==> src/rtl/fbp_pkg.sv <==
`timescale 1ns/1ps
package fbp_pkg;
  typedef enum logic [2:0] {
    ST_IDLE, ST_ARM, ST_SETUP, ST_PROG, ST_PULSE, ST_VSCAN, ST_VPULSE, ST_EXIT
  } fbp_state_e;

  localparam logic [7:0] CMD_SETUP   = 8'h30;
  localparam logic [7:0] CMD_CONFIRM = 8'hD0;

  localparam int SB_READY = 7;
  localparam int SB_PFAIL = 4;
  localparam int SB_VLOW  = 3;
  localparam int SB_LOCK  = 1;
  localparam int SB_BUSY  = 0;
endpackage

==> src/rtl/fbp_array.sv <==
`timescale 1ns/1ps
module fbp_array #(
  parameter int DW    = 8,
  parameter int DEPTH = 32,
  localparam int AW   = $clog2(DEPTH)
) (
  input  logic          clk,
  input  logic          rst,
  input  logic          we,
  input  logic [AW-1:0] waddr,
  input  logic [DW-1:0] wdata,
  input  logic [AW-1:0] ra_a,
  output logic [DW-1:0] rd_a,
  input  logic [AW-1:0] ra_b,
  output logic [DW-1:0] rd_b
);
  logic [DW-1:0] mem [DEPTH];

  always_ff @(posedge clk) begin
    if (rst) begin
      for (int i = 0; i < DEPTH; i++) mem[i] <= '1;
    end else if (we) begin
      mem[waddr] <= wdata;
    end
  end

  assign rd_a = mem[ra_a];
  assign rd_b = mem[ra_b];


  clear_only_chk: assert property (@(posedge clk) disable iff (rst)
    we |=> ((mem[$past(waddr)] & ~$past(mem[waddr])) == '0));
endmodule

==> src/rtl/fbp_timer.sv <==
`timescale 1ns/1ps
module fbp_timer #(
  parameter int TW = 4
) (
  input  logic          clk,
  input  logic          rst,
  input  logic          load,
  input  logic [TW-1:0] len,
  output logic          done
);
  logic [TW-1:0] cnt_q;

  always_ff @(posedge clk) begin
    if (rst)                cnt_q <= '0;
    else if (load)          cnt_q <= len;
    else if (cnt_q != '0)   cnt_q <= cnt_q - 1'b1;
  end

  assign done = (cnt_q == '0);
endmodule

==> src/rtl/fbp_mark.sv <==
`timescale 1ns/1ps
module fbp_mark #(
  parameter int DW  = 8,
  parameter int WPB = 8,
  localparam int OW = $clog2(WPB)
) (
  input  logic          clk,
  input  logic          rst,
  input  logic          clr,
  input  logic          we,
  input  logic [OW-1:0] idx,
  input  logic [DW-1:0] data,
  input  logic [OW-1:0] rd_idx,
  output logic [DW-1:0] rd_data
);
  logic [DW-1:0] want [WPB];

  for (genvar g = 0; g < WPB; g++) begin : g_word
    always_ff @(posedge clk) begin
      if (rst || clr)                     want[g] <= '1;
      else if (we && idx == OW'(g))       want[g] <= want[g] & data;
    end
  end

  assign rd_data = want[rd_idx];
endmodule

==> src/rtl/fbp_ctrl.sv <==
`timescale 1ns/1ps
module fbp_ctrl
  import fbp_pkg::*;
#(
  parameter int DW        = 8,
  parameter int WPB       = 8,
  parameter int NBLK      = 4,
  parameter int SETUP_CYC = 6,
  parameter int PULSE_CYC = 4,
  parameter int MAX_RETRY = 3,
  localparam int OW       = $clog2(WPB),
  localparam int BW       = $clog2(NBLK),
  localparam int AW       = OW + BW
) (
  input  logic            clk,
  input  logic            rst,
  input  logic            wr_en,
  input  logic [AW-1:0]   wr_addr,
  input  logic [DW-1:0]   wr_data,
  input  logic [AW-1:0]   rd_addr,
  output logic [DW-1:0]   rd_data,
  input  logic            vpp_ok,
  input  logic [NBLK-1:0] lock_mask,
  input  logic            cell_weak,
  output logic [7:0]      status
);
  localparam int TMAX = (SETUP_CYC > PULSE_CYC) ? SETUP_CYC : PULSE_CYC;
  localparam int TW   = $clog2(TMAX + 1);
  localparam int RW   = $clog2(MAX_RETRY + 1);

  fbp_state_e    state_q;
  logic [7:0]    status_q;
  logic [BW-1:0] tgt_q;
  logic [OW-1:0] idx_q;
  logic [DW-1:0] data_q;
  logic [RW-1:0] retry_q;
  logic [DW-1:0] rd_data_q;

  logic          go_arm, go_setup, in_blk, prog_wr, leave_blk;
  logic          fault_v, fault_l, scan_bad, give_up, re_pulse, pulse_end;
  logic          tmr_load, tmr_done, arr_we, active;
  logic [TW-1:0] tmr_len;
  logic [DW-1:0] cur_word, want_word, need, arr_wdata, arr_rd_b;

  // strobes
  always_comb begin
    go_arm    = (state_q == ST_IDLE) && wr_en && (wr_data[7:0] == CMD_SETUP);
    go_setup  = (state_q == ST_ARM) && wr_en && (wr_data[7:0] == CMD_CONFIRM);
    in_blk    = (wr_addr[AW-1:OW] == tgt_q);
    prog_wr   = (state_q == ST_PROG) && wr_en && in_blk;
    leave_blk = (state_q == ST_PROG) && wr_en && !in_blk;
    fault_v   = !vpp_ok;
    fault_l   = lock_mask[tgt_q];
    need      = cur_word & ~want_word;
    scan_bad  = (state_q == ST_VSCAN) && (need != '0);
    give_up   = scan_bad && (retry_q == RW'(MAX_RETRY));
    re_pulse  = scan_bad && !give_up;
    pulse_end = ((state_q == ST_PULSE) || (state_q == ST_VPULSE)) && tmr_done;
    tmr_load  = go_setup || prog_wr || re_pulse;
    tmr_len   = go_setup ? TW'(SETUP_CYC - 1) : TW'(PULSE_CYC - 1);
    arr_we    = pulse_end && !cell_weak;
    arr_wdata = (state_q == ST_PULSE) ? (cur_word & data_q) : (cur_word & want_word);
    active    = !(state_q inside {ST_IDLE, ST_ARM});
  end

  fbp_array #(.DW(DW), .DEPTH(NBLK * WPB)) u_array (
    .clk   (clk),
    .rst   (rst),
    .we    (arr_we),
    .waddr ({tgt_q, idx_q}),
    .wdata (arr_wdata),
    .ra_a  ({tgt_q, idx_q}),
    .rd_a  (cur_word),
    .ra_b  (rd_addr),
    .rd_b  (arr_rd_b)
  );

  fbp_timer #(.TW(TW)) u_timer (
    .clk  (clk),
    .rst  (rst),
    .load (tmr_load),
    .len  (tmr_len),
    .done (tmr_done)
  );

  fbp_mark #(.DW(DW), .WPB(WPB)) u_mark (
    .clk     (clk),
    .rst     (rst),
    .clr     (go_setup),
    .we      (prog_wr),
    .idx     (wr_addr[OW-1:0]),
    .data    (wr_data),
    .rd_idx  (idx_q),
    .rd_data (want_word)
  );

  // phase sequencer
  always_ff @(posedge clk) begin
    if (rst) begin
      state_q  <= ST_IDLE;
      status_q <= 8'h80;
      tgt_q    <= '0;
      idx_q    <= '0;
      data_q   <= '0;
      retry_q  <= '0;
    end else begin
      unique case (state_q)
        ST_IDLE: if (go_arm) begin
          tgt_q   <= wr_addr[AW-1:OW];
          state_q <= ST_ARM;
        end
        ST_ARM: if (wr_en) begin
          if (go_setup) begin
            status_q <= 8'h00;
            state_q  <= ST_SETUP;
          end else begin
            state_q  <= ST_IDLE;
          end
        end
        ST_SETUP: if (tmr_done) begin
          if (fault_v || fault_l) begin
            status_q[SB_VLOW] <= fault_v;
            status_q[SB_LOCK] <= fault_l;
            state_q           <= ST_EXIT;
          end else begin
            state_q <= ST_PROG;
          end
        end
        ST_PROG: begin
          if (prog_wr) begin
            idx_q             <= wr_addr[OW-1:0];
            data_q            <= wr_data;
            status_q[SB_BUSY] <= 1'b1;
            state_q           <= ST_PULSE;
          end else if (leave_blk) begin
            idx_q   <= '0;
            retry_q <= '0;
            state_q <= ST_VSCAN;
          end
        end
        ST_PULSE: if (tmr_done) begin
          status_q[SB_BUSY] <= 1'b0;
          state_q           <= ST_PROG;
        end
        ST_VSCAN: begin
          if (give_up) begin
            status_q[SB_PFAIL] <= 1'b1;
            state_q            <= ST_EXIT;
          end else if (re_pulse) begin
            retry_q <= retry_q + 1'b1;
            state_q <= ST_VPULSE;
          end else if (idx_q == OW'(WPB - 1)) begin
            state_q <= ST_EXIT;
          end else begin
            idx_q   <= idx_q + 1'b1;
            retry_q <= '0;
          end
        end
        ST_VPULSE: if (tmr_done) state_q <= ST_VSCAN;
        ST_EXIT: begin
          status_q[SB_READY] <= 1'b1;
          state_q            <= ST_IDLE;
        end
        default: state_q <= ST_IDLE;
      endcase
    end
  end

  always_ff @(posedge clk) begin
    if (rst) rd_data_q <= '0;
    else     rd_data_q <= active ? DW'(status_q) : arr_rd_b;
  end

  assign rd_data = rd_data_q;
  assign status  = status_q;


  ready_fall_chk: assert property (@(posedge clk) disable iff (rst)
    $fell(status_q[SB_READY]) |-> $past(wr_en && wr_data[7:0] == CMD_CONFIRM));

  pulse_busy_chk: assert property (@(posedge clk) disable iff (rst)
    status_q[SB_BUSY] |-> !status_q[SB_READY]);

  vlow_exit_chk: assert property (@(posedge clk) disable iff (rst)
    $rose(status_q[SB_VLOW]) |=> status_q[SB_READY]);

  pfail_exit_chk: assert property (@(posedge clk) disable iff (rst)
    $rose(status_q[SB_PFAIL]) |=> status_q[SB_READY]);
endmodule

==> config.mk <==
export PLATFORM = sky130hd
export DESIGN_NAME = fbp_ctrl
export DESIGN_NICKNAME = d
export VERILOG_FILES = /design/src/rtl/fbp_pkg.sv /design/src/rtl/fbp_array.sv /design/src/rtl/fbp_timer.sv /design/src/rtl/fbp_mark.sv /design/src/rtl/fbp_ctrl.sv
export SDC_FILE = /design/constraint.sdc
export NUM_CORES = 1
export LEC_CHECK = 0
export CAP_MARGIN = 20
export CORE_UTILIZATION = 38
export DETAILED_ROUTE_END_ITERATION = 8
export GPL_TIMING_DRIVEN = 1
export RECOVER_POWER = 50
export SYNTH_ARGS = -nofsm -noshare
export SYNTH_HDL_FRONTEND = slang
export SYNTH_SLANG_ARGS = --single-unit
==> constraint.sdc <==
create_clock -name clk -period 3.9 [get_ports clk]
set_clock_uncertainty 0.1 [all_clocks]
set_input_delay 0.585 -clock clk [delete_from_list [all_inputs] [get_ports clk]]
set_output_delay 0.585 -clock clk [all_outputs]
set_load 0.01 [all_outputs]
==> flow_metrics.tcl <==
set metrics [dict create \
    drt_wl_total_mm 56.0 \
    endpoint_kind "register" \
    crit_type "reg -> reg" \
    track_usage_pct 23.0 \
    clk_path_buf_depth 3 \
    regArea_um2 10400 \
    num_io_pins 43 \
    start_kind "register" \
    seq_area_frac_synth_pct 56.5 \
    cts_buffers 39 \
    remaining_drc_errors 0 \
    grt_pass1_vias 12300 \
    slew_violations 0 \
    port_buffers 39 \
    period_share_pct 94.4 \
    rsz0062_at_grt "no" \
    fp-row-count 80 \
    drive_above_1_share_pct 17.5 \
    synth.cell_area_um2 18300 \
    r2r_cells 9 \
    wl_per_cell_um 26.3 \
    p_leak_uw 0.00561 \
    hp-class "reg -> reg" \
    min_from "status[7]" \
    antenna_found_initial 0 \
    cp.required_ps 4280 \
    n_antenna_cell 0 \
    fillers 4318 \
    grt_overflow_total 0 \
    cts_tree "built" \
    cts-root-buf "clkbuf_16" \
    worstSkewPairLatency_ps 560 \
    avgSynthCellArea_um2 12.9 \
    vias_per_cell 5.89 \
    clock_sinks 357 \
    drtPass1Iterations 5 \
    outcome "finished, final reports clean" \
    final_area_um2 21000 \
    fmax_mhz 272 \
    ir_drop_mv 0.235 \
    dpl-instance-area_um2 19800 \
    initial_core_util_pct 38.5 \
    fin_crit_ps 3680 \
    arrival_ps 4060 \
    ant_nets 0 \
    place_congestion 0.950 \
    ys_ff_latch 357 \
    worstReg2RegStart "idx_q[1]" \
    dp_hpwl_mm 40.6 \
    grt_pass1_wl_mm 82.9 \
    multi_input_area_um2 7440 \
    first_iter_violations 1473 \
    worst_pin_slew_ps 1390 \
    die_h_um 222 \
    synth_top_flop_cell "edfxtp_1" \
    grt_max_degree 69 \
    synthArstFlopShare_pct 0 \
    synthCells 1416 \
    synthDominantCellAreaShare_pct 52.4 \
    min_path_cells 2 \
    vias 12600 \
    r2r_slack_ps 220 \
    core-area_um2 47600 \
    syn_to_final_growth_pct 14.7 \
    die-width_um 222 \
    r2r-end "idx_q[1]" \
    path_clk_slew_ps 70 \
    synth.yosys.warnings 0 \
    hold_violations 0 \
    setup_tns_ps 0 \
    design.die.area_um2 49100 \
    layout.nets 1522 \
    cap_violations 0 \
    power-per-cell-area_nw_per_um2 399 \
    ys_top_cells_by_area "edfxtp_1, mux4_2, mux2i_1" \
    min_to "status[7]" \
    synth_edf_count 320 \
    htreeDepth 2 \
    cp_max_fo 38 \
    final_core_util_pct 44.1 \
    finalSetupViolations 0 \
    maxSlewHeadroom_pct 7.56 \
    yosys.area.top_type "edfxtp_1" \
    synth_cell_types 57 \
    cts_hold_buf 0 \
]
how the worst max path moves through the flow:
stage / startpoint / endpoint / slack (ps) / cells past startpoint
global route: idx_q[1] / idx_q[1] / 40 / 9
floorplan: rd_addr[0] / rd_data[0] / 940 / 6
finish: idx_q[1] / idx_q[1] / 220 / 9
global placement: idx_q[1] / idx_q[1] / 300 / 9
detailed placement: tgt_q[0] / idx_q[1] / 250 / 9
CTS: tgt_q[0] / idx_q[1] / 240 / 9
critical path: stages, from the launching register on:
cell and delay (ps):
dfxtp_4 490, buf_12 300, mux2i_1 440, o22ai_1 230, nor4_1 630, a21oi_1 200, nor4_2 360, a21oi_2 210
or3_1 420, a21oi_1 170
cell usage in the layout (no fill, tap or decap), types with 22 or more instances in the layout:
| cell type | netlist | routed |
|---|---|---|
| edfxtp_1 | 320 | 320 |
| nand2_1 | 305 | 305 |
| mux2i_1 | 155 | 155 |
| mux4_2 | 97 | 97 |
| o22ai_1 | 65 | 65 |
| a21o_1 | 64 | 64 |
| buf_4 | 10 | 64 |
| nor2_1 | 59 | 59 |
| clkbuf_16 | 0 | 40 |
| dfxtp_1 | 37 | 33 |
| clkbuf_1 | 63 | 30 |
| clkdlybuf4s50_1 | 0 | 22 |
power breakdown:
| part | total, µW | internal, µW | switching [µW] |
|---|---|---|---|
| combinational | 422 | 163 | 259 |
| clock | 3770 | 2210 | 1560 |
| sequential | 4190 | 4170 | 16.7 |
| total | 8380 | 6550 | 1840 |
synthesized netlist by cell type, types with 4 or more instances:
master,n
edfxtp_1,320
nand2_1,305
mux2i_1,155
mux4_2,97
o22ai_1,65
a21o_1,64
clkbuf_1,63
nor2_1,59
dfxtp_1,37
or2_2,33
a21oi_1,20
o21ai_0,17
buf_2,15
nor3_1,13
nor4_1,13
buf_1,11
buf_4,10
nor4_2,9
ha_1,8
mux2_2,8
a211oi_1,7
inv_1,7
nand2b_1,7
nor2b_1,6
buf_6,5
nand4bb_1,5
a31oi_1,4
and3_1,4
clkbuf_2,4
nand3_1,4
or4b_1,4
stage by stage:
step / hold WS (ps) / instances / total power, µW / setup WS [ps]
final: 383 / 2132 / 8380 / 219
after global routing: 426 / 2132 / 8620 / 36.8
after CTS: 386 / 2132 / 8440 / 238
after detailed placement: 377 / 2061 / 4700 / 252
after global placement: 366 / 2061 / 4690 / 300
after floorplan: 360 / 1418 / 4540 / 941
registers in the layout, summed over array words and instances (netlist names), named ones only:
| register | flops |
|---|---|
| status | 5 |
| data_q | 8 |
| u_mark.want | 64 |
| idx_q | 3 |
| u_timer.cnt_q | 3 |
| state_q | 3 |
| tgt_q | 2 |
| u_array.mem | 256 |
| rd_data | 8 |
| retry_q | 2 |
cells by family (layout without fill, tap and decap cells):
| kind of cell | after synthesis | in the layout | share of synthesized area, % |
|---|---|---|---|
| AND/OR/NAND/NOR | 479 | 479 | 12.1 |
| flip-flops | 357 | 357 | 56.5 |
| multiplexers | 260 | 260 | 20.9 |
| AO/OA/AOI/OAI | 192 | 192 | 6.95 |
| buffers and inverters | 116 | 215 | 2.92 |
| adder cells (fa/ha/maj) | 8 | 8 | 0.546 |
| XOR/XNOR | 3 | 3 | 0.143 |
| other | 1 | 3 | 0.0205 |
final cells by class:
| cell class | instances | area share [%] |
|---|---|---|
| Clock buffer | 46 | 4.87 |
| Multi-Input combinational cell | 945 | 35.4 |
| Timing Repair Buffer | 136 | 5.36 |
| Inverter | 8 | 0.143 |
| Tap cell | 615 | 3.66 |
| Sequential cell | 357 | 49.3 |
| Clock inverter | 25 | 1.23 |
what timing repair did:
action	in CTS	in global routing
setup endpoints to repair	0	4
setup buffers	0	0
gates resized for setup	0	3
routing by layer:
layer	track usage [%]	vias to the layer above	part of all wire, %
met5	0	-	0
met4	6.41	0	2.6
met3	4.11	88	7.8
met2	36.3	570	46
met1	32.5	6379	43
li1	-	5519	-
Power figures use the tool's default switching activity.
